`config.mk`:
```
export PLATFORM = sky130hd
export DESIGN_NAME = hpp_sel
export DESIGN_NICKNAME = d
export VERILOG_FILES = /design/src/rtl/hpp_pkg.sv /design/src/rtl/hpp_elig.sv /design/src/rtl/hpp_scan.sv /design/src/rtl/hpp_route.sv /design/src/rtl/hpp_sel.sv
export SDC_FILE = /design/constraint.sdc
export NUM_CORES = 1
export LEC_CHECK = 0
export BUFFER_PORTS_ARGS = -buffer_cell sky130_fd_sc_hd__buf_4
export CAP_MARGIN = 5
export CORE_AREA = 2 2 601 603
export DETAILED_ROUTE_END_ITERATION = 8
export DIE_AREA = 0 0 603 605
export SLEW_MARGIN = 20
export SYNTH_ARGS = -nofsm -noshare
export SYNTH_HDL_FRONTEND = slang
export SYNTH_HIERARCHICAL = 1
export SYNTH_SLANG_ARGS = --single-unit
```
`constraint.sdc`:
```
create_clock -name clk -period 0.8 [get_ports clk]
set_input_delay 0.04 -clock clk [delete_from_list [all_inputs] [get_ports clk]]
set_output_delay 0.04 -clock clk [all_outputs]
set_load 0.005 [all_outputs]
```
`src/rtl/hpp_pkg.sv`:
```
package hpp_pkg;
  localparam int ID_W    = 10;
  localparam int PRIO_W  = 8;
  localparam int GRP_W   = 2;
  localparam int NUM_GRP = 3;
  localparam int AFF_W   = 8;
  localparam logic [ID_W-1:0] ID_NONE = 10'd1023;

  typedef enum logic [GRP_W-1:0] {
    GRP_ZERO = 2'd0,
    GRP_ONE  = 2'd1,
    GRP_TWO  = 2'd2,
    GRP_OFF  = 2'd3
  } grp_e;
endpackage

```
`src/rtl/hpp_elig.sv`:
```
module hpp_elig
  import hpp_pkg::*;
#(
  parameter int N_IRQ = 32
) (
  input  logic [N_IRQ-1:0]       pend_i,
  input  logic [N_IRQ-1:0]       en_i,
  input  logic [N_IRQ-1:0]       act_i,
  input  logic [GRP_W*N_IRQ-1:0] grp_i,
  input  logic [NUM_GRP-1:0]     grp_en_i,
  output logic [N_IRQ-1:0]       elig_o
);
  for (genvar i = 0; i < N_IRQ; i++) begin : g_line
    logic grp_ok;
    always_comb begin
      case (grp_e'(grp_i[i*GRP_W +: GRP_W]))
        GRP_ZERO: grp_ok = grp_en_i[0];
        GRP_ONE:  grp_ok = grp_en_i[1];
        GRP_TWO:  grp_ok = grp_en_i[2];
        default:  grp_ok = 1'b0;
      endcase
    end
    assign elig_o[i] = pend_i[i] & en_i[i] & ~act_i[i] & grp_ok;
  end
endmodule

```
`src/rtl/hpp_scan.sv`:
```
module hpp_scan
  import hpp_pkg::*;
#(
  parameter int N_IRQ = 32,
  localparam int IW = (N_IRQ > 1) ? $clog2(N_IRQ) : 1
) (
  input  logic                    clk,
  input  logic                    rst_n,
  input  logic [N_IRQ-1:0]        elig_i,
  input  logic [PRIO_W*N_IRQ-1:0] prio_i,
  output logic                    best_vld_o,
  output logic [IW-1:0]           best_idx_o,
  output logic [PRIO_W-1:0]       best_prio_o
);
  // Ascending scan with strict less-than: an equal priority never
  // displaces an earlier (lower-index) holder.
  always_comb begin
    best_vld_o  = 1'b0;
    best_idx_o  = '0;
    best_prio_o = '1;
    for (int i = 0; i < N_IRQ; i++) begin
      if (elig_i[i] && (!best_vld_o || prio_i[i*PRIO_W +: PRIO_W] < best_prio_o)) begin
        best_vld_o  = 1'b1;
        best_idx_o  = IW'(i);
        best_prio_o = prio_i[i*PRIO_W +: PRIO_W];
      end
    end
  end

  assert_pick_elig_R1: assert property (@(posedge clk) disable iff (!rst_n)
    best_vld_o |-> elig_i[best_idx_o]);
  assert_none_idle_R6: assert property (@(posedge clk) disable iff (!rst_n)
    !best_vld_o |-> (elig_i == '0));
endmodule

```
`src/rtl/hpp_route.sv`:
```
module hpp_route
  import hpp_pkg::*;
#(
  parameter int N_IRQ = 32,
  localparam int IW = (N_IRQ > 1) ? $clog2(N_IRQ) : 1
) (
  input  logic                   vld_i,
  input  logic [IW-1:0]          idx_i,
  input  logic [N_IRQ-1:0]       any_i,
  input  logic [AFF_W*N_IRQ-1:0] aff3_i,
  input  logic [AFF_W*N_IRQ-1:0] aff2_i,
  input  logic [AFF_W*N_IRQ-1:0] aff1_i,
  input  logic [AFF_W*N_IRQ-1:0] aff0_i,
  output logic                   any_o,
  output logic [4*AFF_W-1:0]     aff_o
);
  logic sel_any;
  assign sel_any = vld_i & any_i[idx_i];

  always_comb begin
    any_o = sel_any;
    aff_o = '0;
    if (vld_i && !sel_any) begin
      aff_o = {aff3_i[int'(idx_i)*AFF_W +: AFF_W], aff2_i[int'(idx_i)*AFF_W +: AFF_W],
               aff1_i[int'(idx_i)*AFF_W +: AFF_W], aff0_i[int'(idx_i)*AFF_W +: AFF_W]};
    end
  end
endmodule

```
`src/rtl/hpp_sel.sv`:
```
module hpp_sel
  import hpp_pkg::*;
#(
  parameter int N_IRQ   = 32,
  parameter int ID_BASE = 32,
  localparam int IW = (N_IRQ > 1) ? $clog2(N_IRQ) : 1
) (
  input  logic                    clk,
  input  logic                    rst_n,
  input  logic [N_IRQ-1:0]        pend_i,
  input  logic [N_IRQ-1:0]        en_i,
  input  logic [N_IRQ-1:0]        act_i,
  input  logic [GRP_W*N_IRQ-1:0]  grp_i,
  input  logic [PRIO_W*N_IRQ-1:0] prio_i,
  input  logic [NUM_GRP-1:0]      grp_en_i,
  input  logic [N_IRQ-1:0]        any_i,
  input  logic [AFF_W*N_IRQ-1:0]  aff3_i,
  input  logic [AFF_W*N_IRQ-1:0]  aff2_i,
  input  logic [AFF_W*N_IRQ-1:0]  aff1_i,
  input  logic [AFF_W*N_IRQ-1:0]  aff0_i,
  output logic                    win_vld_o,
  output logic [ID_W-1:0]         win_id_o,
  output logic [PRIO_W-1:0]       win_prio_o,
  output logic [GRP_W-1:0]        win_grp_o,
  output logic                    win_any_o,
  output logic [4*AFF_W-1:0]      win_aff_o
);
  logic [N_IRQ-1:0]   elig;
  logic               c_vld;
  logic [IW-1:0]      c_idx;
  logic [PRIO_W-1:0]  c_prio;
  logic               c_any;
  logic [4*AFF_W-1:0] c_aff;

  hpp_elig #(.N_IRQ(N_IRQ)) elig_i (
    .pend_i(pend_i), .en_i(en_i), .act_i(act_i), .grp_i(grp_i),
    .grp_en_i(grp_en_i), .elig_o(elig)
  );

  hpp_scan #(.N_IRQ(N_IRQ)) scan_i (
    .clk(clk), .rst_n(rst_n), .elig_i(elig), .prio_i(prio_i),
    .best_vld_o(c_vld), .best_idx_o(c_idx), .best_prio_o(c_prio)
  );

  hpp_route #(.N_IRQ(N_IRQ)) route_i (
    .vld_i(c_vld), .idx_i(c_idx), .any_i(any_i),
    .aff3_i(aff3_i), .aff2_i(aff2_i), .aff1_i(aff1_i), .aff0_i(aff0_i),
    .any_o(c_any), .aff_o(c_aff)
  );

  always_ff @(posedge clk or negedge rst_n) begin
    if (!rst_n) begin
      win_vld_o  <= 1'b0;
      win_id_o   <= ID_NONE;
      win_prio_o <= '1;
      win_grp_o  <= '0;
      win_any_o  <= 1'b0;
      win_aff_o  <= '0;
    end else if (c_vld) begin
      win_vld_o  <= 1'b1;
      win_id_o   <= ID_W'(ID_BASE) + ID_W'(c_idx);
      win_prio_o <= c_prio;
      win_grp_o  <= grp_i[int'(c_idx)*GRP_W +: GRP_W];
      win_any_o  <= c_any;
      win_aff_o  <= c_aff;
    end else begin
      win_vld_o  <= 1'b0;
      win_id_o   <= ID_NONE;
      win_prio_o <= '1;
      win_grp_o  <= '0;
      win_any_o  <= 1'b0;
      win_aff_o  <= '0;
    end
  end

  assert_vld_grp_R2: assert property (@(posedge clk) disable iff (!rst_n)
    win_vld_o |-> (win_grp_o != GRP_OFF));
  assert_idle_out_R6: assert property (@(posedge clk) disable iff (!rst_n)
    !win_vld_o |-> (win_id_o == ID_NONE && win_prio_o == '1 && win_aff_o == '0 && !win_any_o));
  assert_any_aff_R7: assert property (@(posedge clk) disable iff (!rst_n)
    win_any_o |-> (win_vld_o && win_aff_o == '0));
  assert_id_range_R5: assert property (@(posedge clk) disable iff (!rst_n)
    win_vld_o |-> (win_id_o >= ID_W'(ID_BASE) && win_id_o < ID_W'(ID_BASE + N_IRQ)));
endmodule

```
Word level (Yosys, flattened, before mapping)
Index checks and enable logic that the tools add are counted.
- add/sub/neg operators: 1
- order comparisons: 32
- eq/ne operators: 64
- shift operators: 5
- multiplexer cells: 136
- bitwise gates (word level): 129
- reduce and logical (&&, ||, !) cells: 127
- operator list (cell ; number):
    256-bit by 9-bit variable part select with 8-bit output ; 4
    8-bit two-way mux ; 33
    8-bit < comparator ; 31
    1-bit AND ; 97
    1-bit one-hot mux with 3 select lines ; 32
    5-bit two-way mux ; 16
    2-bit by 1-bit == test with 1-bit output (second input constant) ; 32
    2-bit == test (second input constant) ; 32
    2-bit zero test ; 32
    32-bit two-way mux ; 2
    64-bit by 7-bit variable part select with 2-bit output ; 1
    1-bit two-way mux ; 36
    1-bit logical AND ; 32
    1-bit zero test ; 32
    4-bit two-way mux ; 8
    1-bit NOT ; 32
    1-bit logical OR ; 31
    3-bit two-way mux ; 4
    10-bit two-way mux ; 1
    6-bit by 5-bit adder with 7-bit output (first input constant) ; 1
    5-bit by 6-bit < comparator with 1-bit output (second input constant) ; 1
    2-bit two-way mux ; 3
    1-bit binary-select mux with 5-bit select ; 1
- register bits after elaboration: 54
- bits of input ports: 1477
- output and inout bits: 54
- word-level logic and storage cells: 500

Depth between registers and ports, before layout
Gate-level depths: netlist of the first run.
- depth after elaboration: 135
- depth in mapped cells: 380
- gate-level depth less buffers: 343

Hierarchy
Netlist of the first run, hierarchy kept.
- modules (own cells, without submodules) (module ; instances ; cells each ; area an instance (µm²)):
    hpp_scan ; 1 ; 1791 ; 12465.7
    hpp_route ; 1 ; 656 ; 8473.1
    hpp_sel ; 1 ; 149 ; 2189.6
    hpp_elig ; 1 ; 137 ; 1112.3

Worst setup path after synthesis of the first run
Ideal clock, no wire load.
- kind: in2reg
- from: in grp_en_i[1]
- to: reg win_aff_o[1]
- setup time: 0.119 ns
- arrival time: 61.849 ns
- slack: -61.168 ns
- stages: 361
- cell sequence: buf_2 nand3b_1 o21ai_1 and4b_1 buf_2 nor2b_1 ha_1 a211oi_2 o21a_1 a21oi_1 o21ai_1 nand2_1 o21ai_0 inv_1 ha_1 o211ai_1 nor2_1 and3_1 [325 not listed] ha_1 a21o_1 a21o_1 a21oi_1 o21ai_0 or3_1 o32ai_1 a31oi_1 buf_4 a21bo_1 buf_6 buf_6 buf_4 mux4_2 a22oi_1 nand3_1 and4bb_1 and2_1
- word-level cells in the longest chain between the ends: 134
- RTL lines (what ; line ; RTL):
    start, declared ; hpp_sel.sv:15 ; input logic [NUM_GRP-1:0] grp_en_i,
    1-bit one-hot mux with 3 select lines (*) ; hpp_elig.sv:16 ; case (grp_e'(grp_i[i*GRP_W +: GRP_W]))
    1-bit AND (*) ; hpp_elig.sv:23 ; assign elig_o[i] = pend_i[i] & en_i[i] & ~act_i[i] & grp_ok;
    named net elig[0] ; hpp_sel.sv:28 ; logic [N_IRQ-1:0] elig;
    8-bit two-way mux / 1-bit two-way mux (equally long branches) ; hpp_scan.sv:22 ; if (elig_i[i] && (!best_vld_o || prio_i[i*PRIO_W +: PRIO_W] < best_prio_o)) begin
    8-bit < comparator / 1-bit zero test (equally long branches) ; hpp_scan.sv:22 ;
    1-bit logical OR ; hpp_scan.sv:22 ;
    1-bit logical AND ; hpp_scan.sv:22 ;
    8-bit two-way mux / 1-bit two-way mux (equally long branches) ; hpp_scan.sv:22 ;
    [117 not listed] ; -- ;
    1-bit logical OR ; hpp_scan.sv:22 ;
    1-bit logical AND ; hpp_scan.sv:22 ;
    5-bit two-way mux (*) ; hpp_scan.sv:22 ;
    named net c_idx[0] ; hpp_sel.sv:30 ; logic [IW-1:0] c_idx;
    branches (longest 5 deep; another with 256-bit by 9-bit variable part select with 8-bit output) ; -- ;
    32-bit two-way mux (*) ; hpp_route.sv:23 ; if (vld_i && !sel_any) begin
    named net c_aff[1] ; hpp_sel.sv:33 ; logic [4*AFF_W-1:0] c_aff;
    32-bit two-way mux (*) ; hpp_sel.sv:59 ; end else if (c_vld) begin
    end signal, assigned ; hpp_sel.sv:58 ; win_aff_o <= '0;
    end signal, assigned ; hpp_sel.sv:65 ; win_aff_o <= c_aff;
    end signal, assigned ; hpp_sel.sv:72 ; win_aff_o <= '0;
    end, declared ; hpp_sel.sv:26 ; output logic [4*AFF_W-1:0] win_aff_o
Mark *: on every way through the listed nets, which the timed path passes. The select of a mux whose other input is x is not followed.

Final worst setup path of the first run
- from: in grp_i[1]
- to: reg win_aff_o[6]
- word-level cells in the longest chain between the ends: 135
- RTL lines (what ; line ; RTL):
    start, declared ; hpp_sel.sv:13 ; input logic [GRP_W*N_IRQ-1:0] grp_i,
    2-bit == test (tied with other cells) ; hpp_elig.sv:16 ;
    1-bit one-hot mux with 3 select lines (*) ; hpp_elig.sv:16 ;
    1-bit AND (*) ; hpp_elig.sv:23 ;
    named net elig[0] ; hpp_sel.sv:28 ;
    8-bit two-way mux / 1-bit two-way mux (equally long branches) ; hpp_scan.sv:22 ;
    8-bit < comparator / 1-bit zero test (equally long branches) ; hpp_scan.sv:22 ;
    1-bit logical OR ; hpp_scan.sv:22 ;
    1-bit logical AND ; hpp_scan.sv:22 ;
    [118 not listed] ; -- ;
    1-bit logical OR ; hpp_scan.sv:22 ;
    1-bit logical AND ; hpp_scan.sv:22 ;
    5-bit two-way mux (*) ; hpp_scan.sv:22 ;
    named net c_idx[0] ; hpp_sel.sv:30 ;
    branches (longest 5 deep; another with 256-bit by 9-bit variable part select with 8-bit output) ; -- ;
    32-bit two-way mux (*) ; hpp_route.sv:23 ;
    named net c_aff[6] ; hpp_sel.sv:33 ;
    32-bit two-way mux (*) ; hpp_sel.sv:59 ;
Marks and branches as above.

==> flow_summary.ini, run 1 <==
[synthesis]
synth-seq-cells = 50
synth_fa_ha_area_share_pct = 8.63
yosysMostFrequentCell = mux4_2
yosysTopAreaCellShare_pct = 24.9
synth-simple-area-share_pct = 19.4
synth_edf_count = 0
synth_compound_area_share_pct = 24.5
synthDistinctLibCells = 136
seq_area_frac_synth_pct = 5.23
ys_top_cells_by_area = mux4_2 (25%), ha_1 (8.3%), mux2i_1 (4.7%), dfrtp_1 (3.7%), nand2_1 (3.3%)
synth.largest_area_cell = mux4_2
syn_inst = 2733
mappedNetlistNets = 4370
synth_mux_area_share_pct = 34.3
synth-xor-area-share_pct = 0.542
synth_top_family_by_area = multiplexers
syn_area_per_cell_um2 = 8.87
ys.flop_type = dfrtp_1
synth_area_mm2 = 0.0242
async_flop_share_pct = 100
ys_warn_count = 6
synth_common_cells = mux4_2 (268), nand2_1 (215), inv_1 (183), ha_1 (160), a21oi_1 (151)

[clocking]
htreeDepth = 2
cts_tree = yes
cts-root-buf = clkbuf_16
max-clock-path-buffers = 2
clkTransAtPathRegs_ps = 110
cts.sinks = 50
numCtsBuffers = 5

[pwr]
ir_worst_vdd_uv = 2050
leakage_nw = 25.5
powerDensity_mw_per_mm2 = 2450

[timing]
fmax_mhz = 17.7
finalCriticalPeriod_ps = 56630
setup-tns-final_ps = -2680110
worst_slew_pin_slew_ps = 838
hold_viol_final = 0
setup_viol = 103
rsz0062_at_grt = yes
fin_hold_ws_ps = 66.4
setup_ws_ps = -55830
maxSlewHeadroom_pct = 43.6
fin_crit_sh_pct = 7080
drv_slew = 0

[placement]
dp_hpwl_mm = 252
io_buffers = 1529
gp_congestion = 0.966

[grt]
antenna_found_initial = 184
first_global_vias = 37514
grt-ovfl-total = 0
grt_usage_pct = 14.7
grt_pass1_wl_mm = 356
grt_max_degree = 37

[job]
drv_cap = 0

[outcome]
violations = negative setup slack
status = finished with violations

[critical_path]
critPathRequiredTime_ps = 1100
cp.arrival_ps = 56930
cpPeakStageDelay_ps = 550
end_kind = flip-flop
cpMaxStageDelayCell = or4_4
path_class = in2reg
worstPathMaxFanout = 17
critPathMostFrequentCell = a21o_1
start_kind = input port

[floorplanning]
dieArea_mm2 = 0.365
initial_core_util_pct = 6.77
io-pin-count = 1531
die-width_um = 603
core_area_mm2 = 0.358
num_rows = 220
die_h_um = 605

[detailed_routing]
antenna_left = 0
num_vias = 38309
drt-pass1-iter-count = 6
drt_wl_total_mm = 287
drtIter0Drc = 3209
wl_per_cell_um = 27.7
drcViolationCount = 0
vias_per_cell = 3.69

[layout]
drive_above_1_share_pct = 71.0
area_growth_pct = 136
n_fill_cell = 40262
finalNetCount = 7146

[worst_hold_path]
hold_class = in2reg
==> cells by family (layout without fill, tap and decap cells) <==
family / count (synthesis) / after routing
DFF: 50 / 50
muxes: 473 / 473
and+or+nand+nor: 843 / 844
adders and majority gates: 169 / 169
buffers and inverters: 358 / 3130
xor gates and xnor gates: 15 / 15
AOI/OAI and AO/OA: 824 / 828
other: 1 / 89
==> worst paths after layout <==
check                            start                 endpoint  depth (start not counted)  slack [ps]
worst max-delay path          grp_i[1]   win_aff_o[6]$_DFF_PN0_                        345      -55830
worst min-delay path       prio_i[248]  win_prio_o[0]$_DFF_PN1_                          3          70
max in group asynchronous        rst_n    win_id_o[3]$_DFF_PN1_                          3         130
min in group asynchronous        rst_n   win_aff_o[3]$_DFF_PN0_                          3         240
==> cell type report <==
cell class,count,area (µm²),share of cell area (%)
antenna,88,220,0.384
multi-input combinational,2330,24700,43.1
inverter,184,723,1.26
tap,4773,5970,10.4
timing repair buffer,2938,24300,42.4
clock buffer,6,150,0.262
clock inverter,2,13.8,0.0240
sequential,50,1270,2.22
==> sequential cells by signal (all words and copies together), names as in the netlist <==
| name | count |
|---|---|
| win_any_o | 1 |
| win_grp_o | 2 |
| win_id_o | 6 |
| win_vld_o | 1 |
| win_prio_o | 8 |
| win_aff_o | 32 |
==> routing by layer <==
metal | part of all wire (%) | wire length [µm] | vias to the layer above | GRT usage [%]
met5 | 0.42 | 1210 | - | 0.862
met4 | 4.6 | 13200 | 96 | 6.06
met3 | 10 | 29900 | 531 | 6.03
met2 | 44 | 127000 | 2368 | 23.0
met1 | 40 | 115000 | 18698 | 17.7
li1 | - | - | 16616 | -
==> worst max-delay path, delay by kind of cell <==
family	cells	cell delay, ps
AO/OA/AOI/OAI	153	24900
adder cells (fa/ha/maj)	30	7260
buffers and inverters	54	6200
multiplexers	22	6220
AND/OR/NAND/NOR	86	12080
==> where the power goes <==
group | switching, mW | leakage, nW | internal [mW]
Clock | 1.79 | 0.0829 | 1.38
Sequential | 0.524 | 0.620 | 3.72
Combinational | 67.1 | 24.8 | 66.2
==> layout by cell type (no fill, tap or decap), drive strengths merged, types with 12 or more instances in the layout <==
cell type  count
or2           12
mux2i        122
nand3b        39
diode         88
a211o         15
a211oi        27
buf         2925
a21oi        154
and4b         34
nand2b        37
or3           20
nand4         30
o221ai        16
nor2b         29
a221oi        12
o22ai         14
nand3         65
mux4         272
ha           160
a31o          12
nor4bb        30
dfstp         14
a21o          56
o211ai        22
o2111ai       12
a31oi         35
inv          184
and3          54
and2          53
nand2        216
o21ai        193
mux2          79
a22oi        101
nor2         146
dfrtp         36
a21boi        12
o31ai         18
o21a          16
nor3          34
==> metrics by stage <==
stage / instance area (µm²) / util, % / setup WS, ps / cells / power (mW)
2_1_floorplan: 25400 / - / -55280 / 2733 / 54.5
3_3_place_gp: 50500 / 14.1 / -56430 / 9908 / 114
3_5_place_dp: 50500 / 14.1 / -57660 / 9908 / 114
4_1_cts: 54900 / 15.3 / -54140 / 10188 / 134
5_1_grt: 57200 / 16.0 / -58250 / 10342 / 148
6_report: 57300 / 16.0 / -55830 / 10371 / 141
==> timing repair <==
item,in CTS,in global routing
endpoints found under the hold margin,58,0
setup endpoints to repair,103,103
pin swaps,190,225
resized for setup,439,299
buffers inserted,257,100
hold buffers,8,0
gates cloned,13,4
No activity file was read; power rests on OpenSTA's default activity.
==> run 2: changes to the inputs <==
--- a/config.mk
+++ b/config.mk
@@ -7,9 +7,9 @@
 export LEC_CHECK = 0
 export BUFFER_PORTS_ARGS = -buffer_cell sky130_fd_sc_hd__buf_4
 export CAP_MARGIN = 5
-export CORE_AREA = 2 2 601 603
+export CORE_AREA = 3 3 602 604
 export DETAILED_ROUTE_END_ITERATION = 8
-export DIE_AREA = 0 0 603 605
+export DIE_AREA = 0 0 605 607
 export SLEW_MARGIN = 20
 export SYNTH_ARGS = -nofsm -noshare
 export SYNTH_HDL_FRONTEND = slang
==> constraint.sdc (replaced) <==
create_clock -name clk -period 0.8 [get_ports clk]
set_input_delay 0 -clock clk [delete_from_list [all_inputs] [get_ports clk]]
set_output_delay 0 -clock clk [all_outputs]
set_load 0.005 [all_outputs]
==> run 2 against run 1 <==
Compared with the run above: the run still ends with negative setup slack left; sequential power is 2% higher; critical path depth is 1 lower; clock power grew 7.3%; sequential share of layout area about the same; non-clock buffer count decreased by 14; worst hold slack better by 34 ps; combinational power about the same; clock-buffer cell count did not move; utilization down 0.079 points; via count down 0.44%; highest routed layer unchanged.
==> flow_summary.ini, run 2 (synthesis results as in run 1) <==
[detailed_routing]
wl_per_cell_um = 28.4
drt-pass1-iter-count = 9
vias_per_cell = 3.69
antenna_left = 0
drt_wl_total_mm = 294
drtIter0Drc = 3507
num_vias = 38142
drcViolationCount = 0

[clocking]
numCtsBuffers = 5
cts_tree = yes
cts-root-buf = clkbuf_16
htreeDepth = 2
clkTransAtPathRegs_ps = 150
cts.sinks = 50
max-clock-path-buffers = 2

[timing]
fmax_mhz = 18.0
maxSlewHeadroom_pct = 56.9
setup_viol = 103
drv_slew = 0
fin_crit_sh_pct = 6960
rsz0062_at_grt = yes
finalCriticalPeriod_ps = 55680
setup_ws_ps = -54880
worst_slew_pin_slew_ps = 645
fin_hold_ws_ps = 100
hold_viol_final = 0
setup-tns-final_ps = -2633670

[grt]
grt_max_degree = 45
grt-ovfl-total = 0
first_global_vias = 36579
antenna_found_initial = 169
grt_pass1_wl_mm = 358
grt_usage_pct = 14.8

[critical_path]
start_kind = input port
cpPeakStageDelay_ps = 400
cp.arrival_ps = 56030
cpMaxStageDelayCell = o41a_1
critPathRequiredTime_ps = 1150
critPathMostFrequentCell = a21o_1
end_kind = flip-flop
path_class = in2reg
worstPathMaxFanout = 8

[layout]
top_regs = win_aff_o (32), win_prio_o (8), win_id_o (6)
largest_reg_flops = 32
top_register = win_aff_o
layout_commonest_cell = buf_4
n_fill_cell = 40293
multi_input_area_mm2 = 0.0247
seq_area_mm2 = 0.00127
layout_common_cells = buf_4 (2684), mux4_2 (272), nand2_1 (176)
finalNetCount = 7134
drive_above_1_share_pct = 71.2
area_growth_pct = 135

[outcome]
status = finished with violations
violations = negative setup slack

[placement]
dpl_worst_slack_ps = -58310
gp_congestion = 0.960
dp_hpwl_mm = 259
io_buffers = 1529

[pwr]
leakage_nw = 25.3
ir_worst_vdd_uv = 2310
powerDensity_mw_per_mm2 = 2440
power.total_mw = 139

[floorplanning]
dieArea_mm2 = 0.367
core_area_mm2 = 0.358
num_rows = 220
io-pin-count = 1531
initial_core_util_pct = 6.77
die-width_um = 605
die_h_um = 607

[worst_hold_path]
hold_class = in2async

[job]
drv_cap = 0
==> run 2: cell types whose count changed in the layout (fill, tap and decap cells not counted), moves of 8 or more <==
cell | previous run | this run
mux2i_2 | 28 | 20
ha_4 | 64 | 73
buf_6 | 111 | 96
a21oi_1 | 97 | 86
diode_2 | 88 | 73
a21oi_2 | 48 | 58
==> run 2: path summary, 6_finish.rpt <==
check | start | slack [ps] | end | cells after the start
setup / recovery | grp_en_i[0] | -54880 | win_aff_o[12]$_DFF_PN0_ | 344
hold / removal | rst_n | 100 | win_grp_o[0]$_DFF_PN0_ | 3
max in group asynchronous | rst_n | 170 | win_aff_o[28]$_DFF_PN0_ | 3
min in group clk | prio_i[246] | 110 | win_prio_o[6]$_DFF_PN1_ | 6
==> run 2: final cells by class <==
class	instances	share of cell area (%)
clock inverter	2	0.0219
inverter	184	1.26
clock buffer	6	0.243
multi-input combinational	2332	43.3
sequential	50	2.24
tap	4773	10.5
antenna	73	0.320
timing repair buffer	2924	42.1
==> run 2: power breakdown <==
| part | switching, mW | internal (mW) | total, mW |
|---|---|---|---|
| clock network | 2.12 | 1.28 | 3.40 |
| registers | 0.603 | 3.72 | 4.33 |
| logic | 65.4 | 65.8 | 131 |
| total | 68.2 | 70.8 | 139 |
==> run 2: through the flow <==
step / instances / utilization [%] / instance area [µm²]
after global placement: 9913 / 14.1 / 50500
after global routing: 10323 / 15.9 / 57000
final: 10344 / 15.9 / 57000
after floorplan: 2733 / - / 25400
after CTS: 10182 / 15.3 / 54600
after detailed placement: 9913 / 14.1 / 50500
==> run 2: critical path, delay by kind of cell <==
| kind | cells | cell delay, ps |
|---|---|---|
| adder cells (fa/ha/maj) | 31 | 7240 |
| multiplexers | 24 | 6130 |
| buffers and inverters | 54 | 6350 |
| AND/OR/NAND/NOR | 85 | 11370 |
| AO/OA/AOI/OAI | 150 | 24710 |
==> run 2: timing repair <==
action	4_1_cts	5_1_grt
gates resized for setup	408	304
endpoints found under the setup margin	103	103
cloned	11	5
hold buffers	9	0
hold endpoints to repair	58	0
buffers inserted	242	90
pin swaps	214	227
==> run 2: metal layers <==
metal	routed length (µm)	global-route usage [%]	part of all wire (%)
met5	805	0.614	0.27
met1	117000	17.9	40
met2	133000	23.5	45
met4	13000	5.89	4.4
met3	29800	5.54	10
